File: config.mk
export PLATFORM = sky130hd
export DESIGN_NAME = hb_and_store
export DESIGN_NICKNAME = d
export VERILOG_FILES = /design/src/rtl/shstore_pkg.sv /design/src/rtl/sh_op_decode.sv /design/src/rtl/sh_addr_gen.sv /design/src/rtl/hb_and_store.sv
export SDC_FILE = /design/constraint.sdc
export NUM_CORES = 1
export LEC_CHECK = 0
export ABC_AREA = 1
export BUFFER_PORTS_ARGS = -buffer_cell sky130_fd_sc_hd__buf_4
export CORE_ASPECT_RATIO = 0.8
export CORE_MARGIN = 4
export CORE_UTILIZATION = 45
export DETAILED_ROUTE_END_ITERATION = 7
export PLACE_DENSITY = 0.74
export SLEW_MARGIN = 10
export SYNTH_ARGS = -nofsm -noshare
export SYNTH_HDL_FRONTEND = slang
export SYNTH_SLANG_ARGS = --single-unit
File: constraint.sdc
create_clock -name clk -period 2.5 [get_ports clk]
set_input_delay 0.25 -clock clk [delete_from_list [all_inputs] [get_ports clk]]
set_output_delay 0.25 -clock clk [all_outputs]
set_load 0.01 [all_outputs]
File: src/rtl/shstore_pkg.sv
package shstore_pkg;

    localparam logic [7:0] OPC_AXH_IND = 8'h93;
    localparam logic [7:0] OPC_AXH_ABS = 8'h9F;
    localparam logic [7:0] OPC_XH_ABS  = 8'h9E;
    localparam logic [7:0] OPC_YH_ABS  = 8'h9C;
    localparam logic [7:0] OPC_SPH_ABS = 8'h9B;

    typedef enum logic [1:0] {
        SRC_NONE,
        SRC_AX,
        SRC_X,
        SRC_Y
    } src_sel_e;

    typedef enum logic {
        ST_IDLE,
        ST_STORE
    } st_e;

    typedef struct packed {
        logic     valid;
        logic     idx_is_x;
        logic     sp_load;
        src_sel_e src;
    } dec_t;

endpackage

File: src/rtl/sh_op_decode.sv
module sh_op_decode
    import shstore_pkg::*;
(
    input  logic [7:0] opcode,
    output dec_t       dec
);

    always_comb begin
        dec = '{valid: 1'b0, idx_is_x: 1'b0, sp_load: 1'b0, src: SRC_NONE};
        case (opcode)
            OPC_AXH_IND, OPC_AXH_ABS: begin
                dec.valid = 1'b1;
                dec.src   = SRC_AX;
            end
            OPC_XH_ABS: begin
                dec.valid = 1'b1;
                dec.src   = SRC_X;
            end
            OPC_YH_ABS: begin
                dec.valid    = 1'b1;
                dec.src      = SRC_Y;
                dec.idx_is_x = 1'b1;
            end
            OPC_SPH_ABS: begin
                dec.valid   = 1'b1;
                dec.src     = SRC_AX;
                dec.sp_load = 1'b1;
            end
            default: ;
        endcase
    end

endmodule

File: src/rtl/sh_addr_gen.sv
module sh_addr_gen #(
    parameter int DATA_W = 8
) (
    input  logic [2*DATA_W-1:0] base,
    input  logic [DATA_W-1:0]   index,
    input  logic [DATA_W-1:0]   src_val,
    output logic [2*DATA_W-1:0] addr,
    output logic [DATA_W-1:0]   data
);

    localparam int ADDR_W = 2 * DATA_W;

    logic [DATA_W-1:0] base_lo;
    logic [DATA_W-1:0] base_hi;
    logic [DATA_W-1:0] hi_inc;
    logic [DATA_W:0]   lo_sum;
    logic              carry;

    assign base_lo = base[DATA_W-1:0];
    assign base_hi = base[ADDR_W-1:DATA_W];

    // wraps at the byte width: all ones becomes zero
    assign hi_inc  = base_hi + DATA_W'(1);
    assign lo_sum  = {1'b0, base_lo} + {1'b0, index};
    assign carry   = lo_sum[DATA_W];
    assign data    = src_val & hi_inc;

    // on a carry the data byte takes the place of the high byte
    assign addr = carry ? {data, lo_sum[DATA_W-1:0]}
                        : {base_hi, lo_sum[DATA_W-1:0]};

endmodule

File: src/rtl/hb_and_store.sv
module hb_and_store
    import shstore_pkg::*;
#(
    parameter int DATA_W = 8
) (
    input  logic                clk,
    input  logic                rst_n,
    input  logic                start,
    input  logic [7:0]          opcode,
    input  logic [2*DATA_W-1:0] base_addr,
    input  logic [DATA_W-1:0]   acc,
    input  logic [DATA_W-1:0]   xr,
    input  logic [DATA_W-1:0]   yr,
    output logic                wr_en,
    output logic [2*DATA_W-1:0] wr_addr,
    output logic [DATA_W-1:0]   wr_data,
    output logic                sp_we,
    output logic [DATA_W-1:0]   sp_val
);

    localparam int ADDR_W = 2 * DATA_W;

    dec_t                dec;
    st_e                 state_q;
    st_e                 state_d;
    logic                accept;
    logic [DATA_W-1:0]   idx_val;
    logic [DATA_W-1:0]   src_val;
    logic [DATA_W-1:0]   ax_and;
    logic [ADDR_W-1:0]   nxt_addr;
    logic [DATA_W-1:0]   nxt_data;

    sh_op_decode i_dec (
        .opcode (opcode),
        .dec    (dec)
    );

    assign ax_and  = acc & xr;
    assign idx_val = dec.idx_is_x ? xr : yr;

    always_comb begin
        unique case (dec.src)
            SRC_AX:   src_val = ax_and;
            SRC_X:    src_val = xr;
            SRC_Y:    src_val = yr;
            default:  src_val = '0;
        endcase
    end

    sh_addr_gen #(.DATA_W(DATA_W)) i_agen (
        .base    (base_addr),
        .index   (idx_val),
        .src_val (src_val),
        .addr    (nxt_addr),
        .data    (nxt_data)
    );

    assign accept = start && dec.valid;

    always_comb begin
        unique case (state_q)
            ST_IDLE:  state_d = accept ? ST_STORE : ST_IDLE;
            ST_STORE: state_d = accept ? ST_STORE : ST_IDLE;
            default:  state_d = ST_IDLE;
        endcase
    end

    always_ff @(posedge clk) begin
        if (!rst_n) state_q <= ST_IDLE;
        else        state_q <= state_d;
    end

    assign wr_en = (state_q == ST_STORE);

    always_ff @(posedge clk) begin
        if (!rst_n) begin
            wr_addr <= '0;
            wr_data <= '0;
            sp_we   <= 1'b0;
            sp_val  <= '0;
        end else begin
            sp_we <= accept && dec.sp_load;
            if (accept) begin
                wr_addr <= nxt_addr;
                wr_data <= nxt_data;
            end
            if (accept && dec.sp_load) begin
                sp_val <= ax_and;
            end
        end
    end

    // opcode membership recomputed from the port, independent of the decoder
    logic port_is_sh;
    assign port_is_sh = (opcode == 8'h93) || (opcode == 8'h9F) || (opcode == 8'h9E)
                     || (opcode == 8'h9C) || (opcode == 8'h9B);

    AST_STORE_FOLLOWS_START: assert property (@(posedge clk) disable iff (!rst_n)
        start && port_is_sh |=> wr_en) else $error("store pulse missing");

    AST_FOREIGN_SILENT: assert property (@(posedge clk) disable iff (!rst_n)
        start && !port_is_sh |=> !wr_en && !sp_we) else $error("foreign opcode wrote");

    AST_SP_ONLY_STACK_OP: assert property (@(posedge clk) disable iff (!rst_n)
        sp_we |-> wr_en && ($past(opcode) == 8'h9B)) else $error("stray sp load");

    AST_DATA_MASKED: assert property (@(posedge clk) disable iff (!rst_n)
        wr_en |-> ((wr_data & ~DATA_W'($past(base_addr[ADDR_W-1:DATA_W]) + DATA_W'(1))) == '0))
        else $error("data escapes mask");

    AST_HIGH_BYTE_SOURCE: assert property (@(posedge clk) disable iff (!rst_n)
        wr_en |-> (wr_addr[ADDR_W-1:DATA_W] == $past(base_addr[ADDR_W-1:DATA_W]))
               || (wr_addr[ADDR_W-1:DATA_W] == wr_data))
        else $error("bad high byte");

endmodule

After elaboration in Yosys (flattened, before gate mapping)
Index checks and enable logic that the tools add are counted.
{"block": "word_totals", "register_bits": 34, "word_cells": 29}
{"block": "op_classes", "n_addsub": 2, "eq_ne": 8, "mux": 8, "bitwise": 2, "n_reduce_logical": 4}
{"op": "$eq 8x8->1 const B", "count": 5}
{"op": "$pmux 8 s3", "count": 1}
{"op": "$and 8x8->8", "count": 2}
{"op": "$mux 16", "count": 1}
{"op": "$add 8x8->9", "count": 1}
{"op": "$add 8x1->8 const B", "count": 1}
{"op": "$mux 8", "count": 1}
{"op": "$pmux 2 s3", "count": 1}
{"op": "$reduce_or 5->1", "count": 1}
{"op": "$eq 2x2->1 const B", "count": 2}
{"op": "$mux 1", "count": 4}
{"op": "$reduce_or 3->1", "count": 1}
{"op": "$eq 2x1->1 const B", "count": 1}
{"op": "$logic_and 1x1->1", "count": 2}

Longest topological paths before layout
Gate-level depths: netlist of the first run.
{"block": "depth", "depth_word": 7, "depth_mapped": 16, "depth_no_buf": 15}

Modules after synthesis
Synthesis of the first run repeated with hierarchy kept, for this count alone.
{"block": "unflattened", "cells_unflattened": 390, "hier_area_um2": 2326.0}
{"module": "hb_and_store", "n_inst": 1, "cells_per_inst": 239, "area_each_um2": 1551.5, "seq_area_each_um2": 680.7}
{"module": "sh_addr_gen", "n_inst": 1, "cells_per_inst": 122, "area_each_um2": 645.6, "seq_area_each_um2": 0.0}
{"module": "sh_op_decode", "n_inst": 1, "cells_per_inst": 29, "area_each_um2": 128.9, "seq_area_each_um2": 0.0}

Worst setup path before layout of the first run
OpenSTA, ideal clock, no wires.
{"block": "synth_timing", "path_kind": "input -> register", "from": "input port opcode[0]", "to": "register wr_addr[10]", "arrival_time_ps": 2418, "required_time_ps": 2383, "path_slack_ps": -34, "path_stages": 16, "path_cell_list": "inv_1 -> nand2_1 -> nor2_2 -> nand2_2 -> mux2_2 -> ha_1 -> inv_1 -> fa_1 -> nand3b_1 -> nand2_1 -> nand2_1 -> nand2_1 -> buf_4 -> nor2_1 -> nor2_1 -> a21oi_1"}
{"block": "synth_via", "elab_chain_cells": 7}
{"item": "start: declaration", "line": "hb_and_store.sv:9", "text": "input logic [7:0] opcode,"}
{"item": "$eq 8x8->1", "line": "sh_op_decode.sv:10", "text": "case (opcode)"}
{"item": "$reduce_or 3->1 (no line)"}
{"item": "$pmux 2 s3", "line": "sh_op_decode.sv:10"}
{"item": "$eq 2x2->1 / $eq 2x1->1 (equally long branches)", "line": "hb_and_store.sv:42", "text": "unique case (dec.src)"}
{"item": "$pmux 8 s3", "line": "hb_and_store.sv:42"}
{"item": "$and 8x8->8", "line": "sh_addr_gen.sv:26", "text": "assign data = src_val & hi_inc;"}
{"item": "$mux 16", "line": "sh_addr_gen.sv:29", "text": "assign addr = carry ? {data, lo_sum[DATA_W-1:0]}"}
{"item": "end signal: assignment", "line": "hb_and_store.sv:84", "text": "wr_addr <= nxt_addr;"}
{"item": "end: declaration", "line": "hb_and_store.sv:15", "text": "output logic [2*DATA_W-1:0] wr_addr,"}
Parallel ways exist; a longest one is shown, timed or not.
A chain may end at the register's enable or synchronous reset.

Worst setup path in the final report of the first run
{"block": "layout_timing", "from": "input port opcode[0]", "to": "register wr_addr[9]"}
Same word-level chain as after synthesis.

==> results.cfg, run 1 <==
[setup_path]
critPathCaptureType = register
required_ns = 2.67
cp-startpoint = opcode[0]
critical_path_class = input port to register
crit_end = wr_addr[9]
cp_max_fo = 16
reg2reg_slack_ns = 1.80
worstPathArrival_ns = 2.35
r2r-end = wr_addr[8]
start_kind = input port
r2r-start = wr_addr[8]
worstRegToRegCells = 4

[clock_tree]
root_buffer = clkbuf_8
cts.repair.resized = 0
cts_hold_buf = 0
cts_sinks = 34
post_cts_buffers = 0
cts_inserted_buffers = 5
cts_tree = built
clk_pin_slew_ns = 0.07
htreeDepth = 2
cts_buffer_depth = 2
clock_latency_ns = 0.28

[grt]
grt_util_met2 = 0.360
grtUsageMet1 = 0.298
antenna_found_initial = 0
grtUsageTotal = 0.219
gr-total-overflow = 0
use_met3 = 0.0418
grt_pass1_vias = 2432
grt_first_pass_wirelength_um = 11300
grt_max_degree = 33
grt.busiest_layer = met2

[floorplanning]
start_util = 0.471
row_count = 23
die_w_um = 89.4
num_io_pins = 85
core_area_mm2 = 0.00506
dieHeight_um = 73.1
die-area_mm2 = 0.00654

[timing]
finalSetupViolations = 0
hold_viol = 0
slew_violations = 0
finClkSkew_ns = 0
fmax_mhz = 460
rsz0062_at_grt = false
tightest_slew_ns = 0.594
fin_setup_tns_ns = 0
timing.final.crit_period_ns = 2.17
slew_headroom = 0.603
finalCritPeriodShare = 0.869
whs_ns = 0.299

[drt]
initialDrtViolationCount = 186
vias = 2585
drtPass1Iterations = 4
wl_per_cell_um = 13.3
drcViolationCount = 0
ant_nets = 0
wl_um = 6830
via_per_inst = 5.05

[power]
totalPowerFinal_mw = 1.23
ir_worst_vdd_uv = 328
leakagePower_nw = 1.66
p_per_area_mw_per_mm2 = 390

[logic_synthesis]
synth-seq-area-share = 0.285
synth_edf_count = 0
syn_inst = 364
synth-seq-cells = 34
synth_async_sr_flop_share = 0
yosysUniqueCellTypes = 32
synth_nets = 425
ys_warn_count = 0
synth.avg_cell_area_um2 = 6.56
synth_ff_type = dfxtp_1
syn_area_mm2 = 0.00239

[place]
io_buffers = 84
hpwl_um = 5350
place.gp.congestion = 0.861

[layout]
num-fill-cells = 490
fin_util = 0.625
diodes = 0
fin_nets = 510
layout-drive-gt1-share = 0.267
syn_to_final_growth_pct = 32.7

[outcome]
status = completed

[run]
maxCapViolations = 0

[worst_hold_path]
hp-class = input port to register
==> power by group <==
group / total, mW / leakage, nW / switching, mW / internal, mW
Clock: 0.420 / 0.0482 / 0.198 / 0.222
Combinational: 0.269 / 1.34 / 0.147 / 0.121
Sequential: 0.547 / 0.274 / 0.00191 / 0.545
Total: 1.23 / 1.66 / 0.347 / 0.888
==> cell usage after synthesis, types with 3 or more instances <==
cell     instances  share of area
buf_6            3          0.014
xor2_1           4          0.015
mux2_2           7          0.033
buf_4            4          0.013
nand3_1         60           0.13
inv_1           50          0.079
ha_1             9          0.047
nand2_4          3          0.014
o21ai_0          8          0.017
dfxtp_1         34           0.29
nand2_2          3         0.0079
nand2_1         79           0.12
a21oi_1         35          0.073
nand4_1          3         0.0079
nor2_1          39          0.061
==> cells in the final DEF, fill, tap and decap left out, types with 2 or more instances in the layout <==
| cell type | netlist | final |
|---|---|---|
| inv_1 | 50 | 50 |
| nor2_1 | 39 | 39 |
| mux2_2 | 7 | 7 |
| nand3_1 | 60 | 60 |
| o21ai_0 | 8 | 8 |
| xor2_1 | 4 | 4 |
| nand4_1 | 3 | 3 |
| nor2_4 | 2 | 3 |
| nor3_1 | 2 | 2 |
| a21oi_1 | 35 | 35 |
| ha_1 | 9 | 9 |
| nand2_1 | 79 | 79 |
| buf_4 | 4 | 90 |
| nand2_4 | 3 | 3 |
| dfxtp_1 | 34 | 34 |
| clkbuf_8 | 0 | 6 |
| nand2_2 | 3 | 3 |
| nand3_2 | 2 | 2 |
==> through the flow <==
| step | setup WS [ns] | cells | instance area (um^2) |
|---|---|---|---|
| floorplan | 0.0368 | 364 | 2390 |
| global placement | 0.126 | 504 | 3080 |
| detailed placement | 0.0448 | 504 | 3080 |
| CTS | 0.327 | 512 | 3170 |
| global route | 0.167 | 512 | 3170 |
| finish | 0.327 | 512 | 3170 |
==> critical path: stages <==
cell	delay [ns]
buf_4	0.12
inv_1	0.06
nand2_1	0.09
nor2_4	0.11
nand2_2	0.08
mux2_2	0.22
ha_1	0.16
inv_1	0.05
fa_1	0.39
nand3b_1	0.18
nand2_1	0.12
nand2_1	0.06
nand2_1	0.10
buf_12	0.15
nor2_1	0.04
nor2_1	0.09
a21oi_1	0.08
==> registers in the layout, indices dropped and copies added (netlist names) <==
register and cells:
sp_val 8, wr_en 1, wr_data 8, sp_we 1, wr_addr 16
==> metal layers <==
metal	routed length (um)	vias up
li1	-	1340
met1	2970	1156
met2	3270	85
met3	554	4
met4	38	0
met5	0	-
==> logic make-up (layout without fill, tap and decap cells) <==
family,count (synthesis),after routing,share of synthesized area
DFF,34,34,0.285
xor gates and xnor gates,5,5,0.0184
muxes,7,7,0.0330
AOI/OAI and AO/OA,46,46,0.102
adders and majority gates,10,10,0.0556
buffers and inverters,64,150,0.117
and+or+nand+nor,198,198,0.388
==> worst min path at each step <==
stage            startpoint          end  slack [ns]  depth (start not counted)
6_report              rst_n  wr_addr[13]        0.30                          3
5_1_grt               rst_n  wr_addr[12]        0.31                          3
4_1_cts               rst_n  wr_addr[11]        0.29                          3
3_5_place_dp      sp_val[6]    sp_val[6]        0.46                          2
3_3_place_gp      sp_val[6]    sp_val[6]        0.45                          2
2_1_floorplan  base_addr[8]   wr_addr[8]        0.47                          3
==> cell type report <==
type | instances | area, um^2 | share of cell area
Tap cell | 62 | 77.6 | 0.0245
Clock inverter | 1 | 5.00 | 0.00158
Clock buffer | 7 | 86.3 | 0.0273
Inverter | 51 | 191 | 0.0605
Sequential cell | 34 | 681 | 0.215
Timing Repair Buffer | 91 | 696 | 0.220
Multi-Input combinational cell | 266 | 1430 | 0.452
(Power assumes the default switching activity.)
==> run 2: changes to the inputs <==
Settings changed: ABC_AREA 1 to unset, CORE_UTILIZATION 45 to 44, PLACE_DENSITY 0.74 to 0.75.
==> results.cfg, run 2 <==
[outcome]
status = completed

[floorplanning]
core_area_mm2 = 0.00457
num_io_pins = 85
start_util = 0.454
die-area_mm2 = 0.00589
row_count = 22
dieHeight_um = 69.4
die_w_um = 84.8

[setup_path]
critical_path_class = input port to register
critPathCaptureType = register
cp-startpoint = opcode[0]
r2r-start = wr_addr[8]
start_kind = input port
reg2reg_slack_ns = 1.81
required_ns = 2.67
worstRegToRegCells = 2
slowest_delay_ns = 0.38
r2r-end = wr_addr[8]
critPathSlowestCell = and4bb_1
crit_path_cell_trace = buf_4, and4bb_1, nand2_8, mux2_4, ha_4, inv_2, fa_2, and2b_4, o21bai_4, a32oi_4, buf_4, mux2i_1, a21oi_2
cp_max_fo = 4
crit_end = wr_addr[8]
worstPathArrival_ns = 2.56
cpMostUsedCell = buf_4

[layout]
num-fill-cells = 409
final_common_cell = buf_4
most-common-layout-cells = buf_4, nand2_1, dfxtp_1
fin_nets = 400
fin_util = 0.666
syn_to_final_growth_pct = 46.5
reg_top3 = wr_addr (16), sp_val (8), wr_data (8)
largest_register_ffs = 16
diodes = 0
layout-drive-gt1-share = 0.406
regMostFlops = wr_addr

[clock_tree]
cts_buffer_depth = 2
cts_inserted_buffers = 5
clk_pin_slew_ns = 0.07
post_cts_buffers = 0
cts_hold_buf = 0
cts.repair.resized = 0
clock_latency_ns = 0.27
htreeDepth = 2
cts_sinks = 34
cts_tree = built
root_buffer = clkbuf_8

[drt]
drcViolationCount = 0
ant_nets = 0
wl_um = 6390
vias = 2190
drtPass1Iterations = 4
wl_per_cell_um = 16.0
initialDrtViolationCount = 188
via_per_inst = 5.48

[timing]
hold_viol = 0
slew_violations = 0
setup_slack_ns = 0.113
finalCritPeriodShare = 0.955
fmax_mhz = 419
rsz0062_at_grt = false
finalSetupViolations = 0
timing.final.crit_period_ns = 2.39
slew_headroom = 0.623
tightest_slew_ns = 0.564
finClkSkew_ns = 0

[logic_synthesis]
synth_nets = 295
synth-seq-area-share = 0.328
synth.most_common_cell = nand2_1
synth_top_area_share = 0.328
yosysUniqueCellTypes = 48
syn_inst = 234
syn_area_mm2 = 0.00208
synth.avg_cell_area_um2 = 8.87
synth.area.top_cells = dfxtp_1, nand2_1, ha_1, a21boi_1, mux2_2
synth_edf_count = 0
yosys-top-cells-count = nand2_1, dfxtp_1, a21boi_1
synth_top_area_cell = dfxtp_1
synth_ff_type = dfxtp_1
ys_warn_count = 0
synth-seq-cells = 34
synth_async_sr_flop_share = 0

[grt]
grt_max_degree = 29
grt_first_pass_wirelength_um = 10500
grt_pass1_vias = 2075
gr-total-overflow = 0
antenna_found_initial = 0
grtUsageTotal = 0.220

[power]
intPower_uw = 926
leakagePower_nw = 1.30
pwr-share-seq = 0.434
p_sw_uw = 331
pwr-share-comb = 0.236
swShare = 0.263
ir_worst_vdd_uv = 350
p_per_area_mw_per_mm2 = 413
clockPowerShare = 0.330

[place]
place_ws_ns = -0.174
io_buffers = 84
place.gp.congestion = 0.919
hpwl_um = 5160

[run]
maxCapViolations = 0

[worst_hold_path]
hp-class = input port to register
-- run 2: cell count changes in the layout (fill, tap and decap cells not counted), sizes merged, moves of 8 or more --
| cell | change |
|---|---|
| nor2 | -38 |
| a21boi | +14 |
| nand2 | -49 |
| mux2i | +8 |
| nand3 | -47 |
| a21oi | -30 |
| buf | +16 |
| inv | -42 |
-- run 2: cell families (layout without fill, tap and decap cells) --
group,after synthesis,count (layout),synth area share
AND/OR/NAND/NOR,82,82,0.204
AO/OA/AOI/OAI,67,67,0.253
flip-flops,34,34,0.328
multiplexers,17,17,0.0874
buffers and inverters,17,123,0.0350
adder cells (fa/ha/maj),10,10,0.0639
XOR/XNOR,7,7,0.0295
-- run 2: how the worst min path moves through the flow --
stage	from	to	slack, ns	cells after the start
after floorplan	xr[0]	sp_val[0]	0.40	2
after global placement	sp_val[3]	sp_val[3]	0.44	2
after detailed placement	sp_val[6]	sp_val[6]	0.45	2
after CTS	xr[1]	sp_val[1]	0.25	3
after global routing	acc[5]	sp_val[5]	0.24	3
final	xr[1]	sp_val[1]	0.25	3
-- run 2: power by group through the flow --
| stage | combinational, mW | sequential, mW | clock [mW] |
|---|---|---|---|
| 2_1_floorplan | 0.148 | 0.558 | 0 |
| 3_3_place_gp | 0.289 | 0.557 | 0 |
| 3_5_place_dp | 0.293 | 0.557 | 0 |
| 4_1_cts | 0.296 | 0.545 | 0.425 |
| 5_1_grt | 0.322 | 0.545 | 0.449 |
| 6_report | 0.297 | 0.545 | 0.415 |
-- run 2: final cells by class --
| class | instances | area, um^2 | share of cell area |
|---|---|---|---|
| Sequential cell | 34 | 681 | 0.224 |
| Inverter | 8 | 30.0 | 0.00987 |
| Clock buffer | 7 | 86.3 | 0.0284 |
| Tap cell | 60 | 75.1 | 0.0247 |
| Clock inverter | 1 | 5.00 | 0.00165 |
| Multi-Input combinational cell | 183 | 1360 | 0.448 |
| Timing Repair Buffer | 107 | 803 | 0.264 |
-- run 2: per-stage QoR --
step           cell area (um^2)  cells  setup TNS (ns)  total power, mW  hold slack, ns
3_5_place_dp               2950    392           -1.38            0.850           0.447
6_report                   3040    400               0             1.26           0.254
3_3_place_gp               2950    392          -0.926            0.846           0.438
2_1_floorplan              2120    234         -0.0571            0.706           0.401
5_1_grt                    3040    400               0             1.32           0.244
4_1_cts                    3040    400               0             1.27           0.247
-- run 2: critical path: cells and delay by family --
kind | cells | cell delay, ns
mux | 2 | 0.45
buf+inv | 3 | 0.31
compound gates | 3 | 0.33
fa+ha+maj | 2 | 0.46
simple gates | 3 | 0.74
-- run 2: per-layer routing --
layer | track usage | up-vias | part of all wire
met2 | 0.328 | 101 | 0.44
met3 | 0.0499 | 10 | 0.083
met1 | 0.315 | 1006 | 0.46
met5 | 0 | - | 0
li1 | - | 1073 | -
met4 | 0.0650 | 0 | 0.016
==> run 3: changes to the inputs <==
--- a/config.mk
+++ b/config.mk
@@ -12,4 +12,5 @@
 export DETAILED_ROUTE_END_ITERATION = 7
 export PLACE_DENSITY = 0.75
+export REMOVE_ABC_BUFFERS = 1
 export SLEW_MARGIN = 10
 export SYNTH_ARGS = -nofsm -noshare
==> constraint.sdc (replaced) <==
create_clock -name clk -period 2.5 [get_ports clk]
set_input_delay 0.25 -clock clk [delete_from_list [all_inputs] [get_ports clk]]
set_output_delay 0.25 -clock clk [all_outputs]
set_load 0.005 [all_outputs]
==> results.cfg, run 3 (same netlist as run 2, synthesis figures left out) <==
[outcome]
status = completed

[layout]
most-common-layout-cells = buf_4, nand2_1, dfxtp_1
fin_area_mm2 = 0.00298
diodes = 0
final_common_cell = buf_4
syn_to_final_growth_pct = 43.5
largest_register_ffs = 16
reg_top3 = wr_addr (16), sp_val (8), wr_data (8)
fin_nets = 395
layout-drive-gt1-share = 0.395
regMostFlops = wr_addr

[clock_tree]
clk_pin_slew_ns = 0.07
root_buffer = clkbuf_8
htreeDepth = 2
cts_inserted_buffers = 5
clock_latency_ns = 0.29
cts_sinks = 34
cts_tree = built
cts_buffer_depth = 2

[grt]
grt_pass1_vias = 2109
antenna_found_initial = 0
gr-total-overflow = 0
grtUsageTotal = 0.215
grt_first_pass_wirelength_um = 10200
grt_max_degree = 29

[power]
p_sw_uw = 332
pwr-share-comb = 0.238
pwr-share-seq = 0.445
leakagePower_nw = 1.26
totalPowerFinal_mw = 1.22
p_per_area_mw_per_mm2 = 411
clockPowerShare = 0.317
ir_worst_vdd_uv = 325
intPower_uw = 892
swShare = 0.271

[floorplanning]
core_area_mm2 = 0.00457
start_util = 0.454
row_count = 22
die_w_um = 84.8
num_io_pins = 85
dieHeight_um = 69.4
die-area_mm2 = 0.00589

[drt]
vias = 2194
drcViolationCount = 0
wl_um = 6290
wl_per_cell_um = 16.0
via_per_inst = 5.57
initialDrtViolationCount = 201
ant_nets = 0
drtPass1Iterations = 4

[timing]
slew_headroom = 0.599
rsz0062_at_grt = false
slew_violations = 0
hold_viol = 0
setup_slack_ns = 0.0862
whs_ns = 0.240
tightest_slew_ns = 0.599
fmax_mhz = 414
finClkSkew_ns = 0
timing.final.crit_period_ns = 2.41
finalCritPeriodShare = 0.966
finalSetupViolations = 0

[setup_path]
critPathCaptureType = register
reg2reg_slack_ns = 1.81
start_kind = input port
worstRegToRegCells = 2
required_ns = 2.66
r2r-start = wr_addr[8]
critical_path_class = input port to register
cp-startpoint = opcode[0]
worstPathArrival_ns = 2.57
cp_max_fo = 8

[place]
place.gp.congestion = 0.888
place_ws_ns = -0.318
hpwl_um = 4950
place_area_mm2 = 0.00288
io_buffers = 84

[worst_hold_path]
hp-class = input port to register
hold_start = xr[7]
min_path_cells = 3

[run]
maxCapViolations = 0
==> run 3: routing by layer <==
metal,share of wire,vias up,track usage
met3,0.080,6,0.0546
met4,0.011,0,0.0756
li1,-,1059,-
met1,0.46,1039,0.292
met5,0,-,0
met2,0.45,90,0.330
==> run 3: what timing repair did <==
item	CTS	global route
endpoints found under the setup margin	2	8
hold buffers	0	0
buffers inserted	0	1
pin swaps	0	2
gates resized for setup	2	2
==> run 3: area by class of cell <==
class | instances | area, um^2
repair buffers | 102 | 778
clock inverters | 1 | 7.51
multi-input cells | 183 | 1340
flip-flops and latches | 34 | 681
well taps | 60 | 75.1
clock buffers | 6 | 72.6
fillers | 402 | 1590
inverters | 8 | 30.0
==> run 3: power by group through the flow <==
| stage | combinational (mW) | sequential, mW | clock, mW |
|---|---|---|---|
| finish | 0.292 | 0.545 | 0.388 |
| global route | 0.318 | 0.545 | 0.424 |
| CTS | 0.287 | 0.545 | 0.398 |
| detailed placement | 0.284 | 0.557 | 0 |
| global placement | 0.280 | 0.557 | 0 |
| floorplan | 0.135 | 0.557 | 0 |
==> run 3: per-stage QoR <==
step / cells / utilization / setup TNS [ns]
2_1_floorplan: 225 / - / -2.64
3_3_place_gp: 386 / 0.630 / -1.64
3_5_place_dp: 386 / 0.630 / -2.31
4_1_cts: 393 / 0.649 / 0
5_1_grt: 394 / 0.652 / 0
6_report: 394 / 0.652 / 0
==> run 3: critical path, stage by stage <==
cell      delay (ns)
buf_4           0.12
and4bb_1        0.30
nand2_2         0.10
mux2_2          0.23
ha_1            0.15
inv_1           0.05
fa_2            0.34
and2b_4         0.28
o21bai_4        0.07
a32oi_4         0.21
buf_12          0.17
mux2i_2         0.22
a21oi_2         0.08
==> run 3: final timing paths <==
check               endpoint
setup / recovery  wr_addr[8]
setup reg to reg  wr_addr[8]
hold / removal     sp_val[7]
hold reg to reg    sp_val[0]
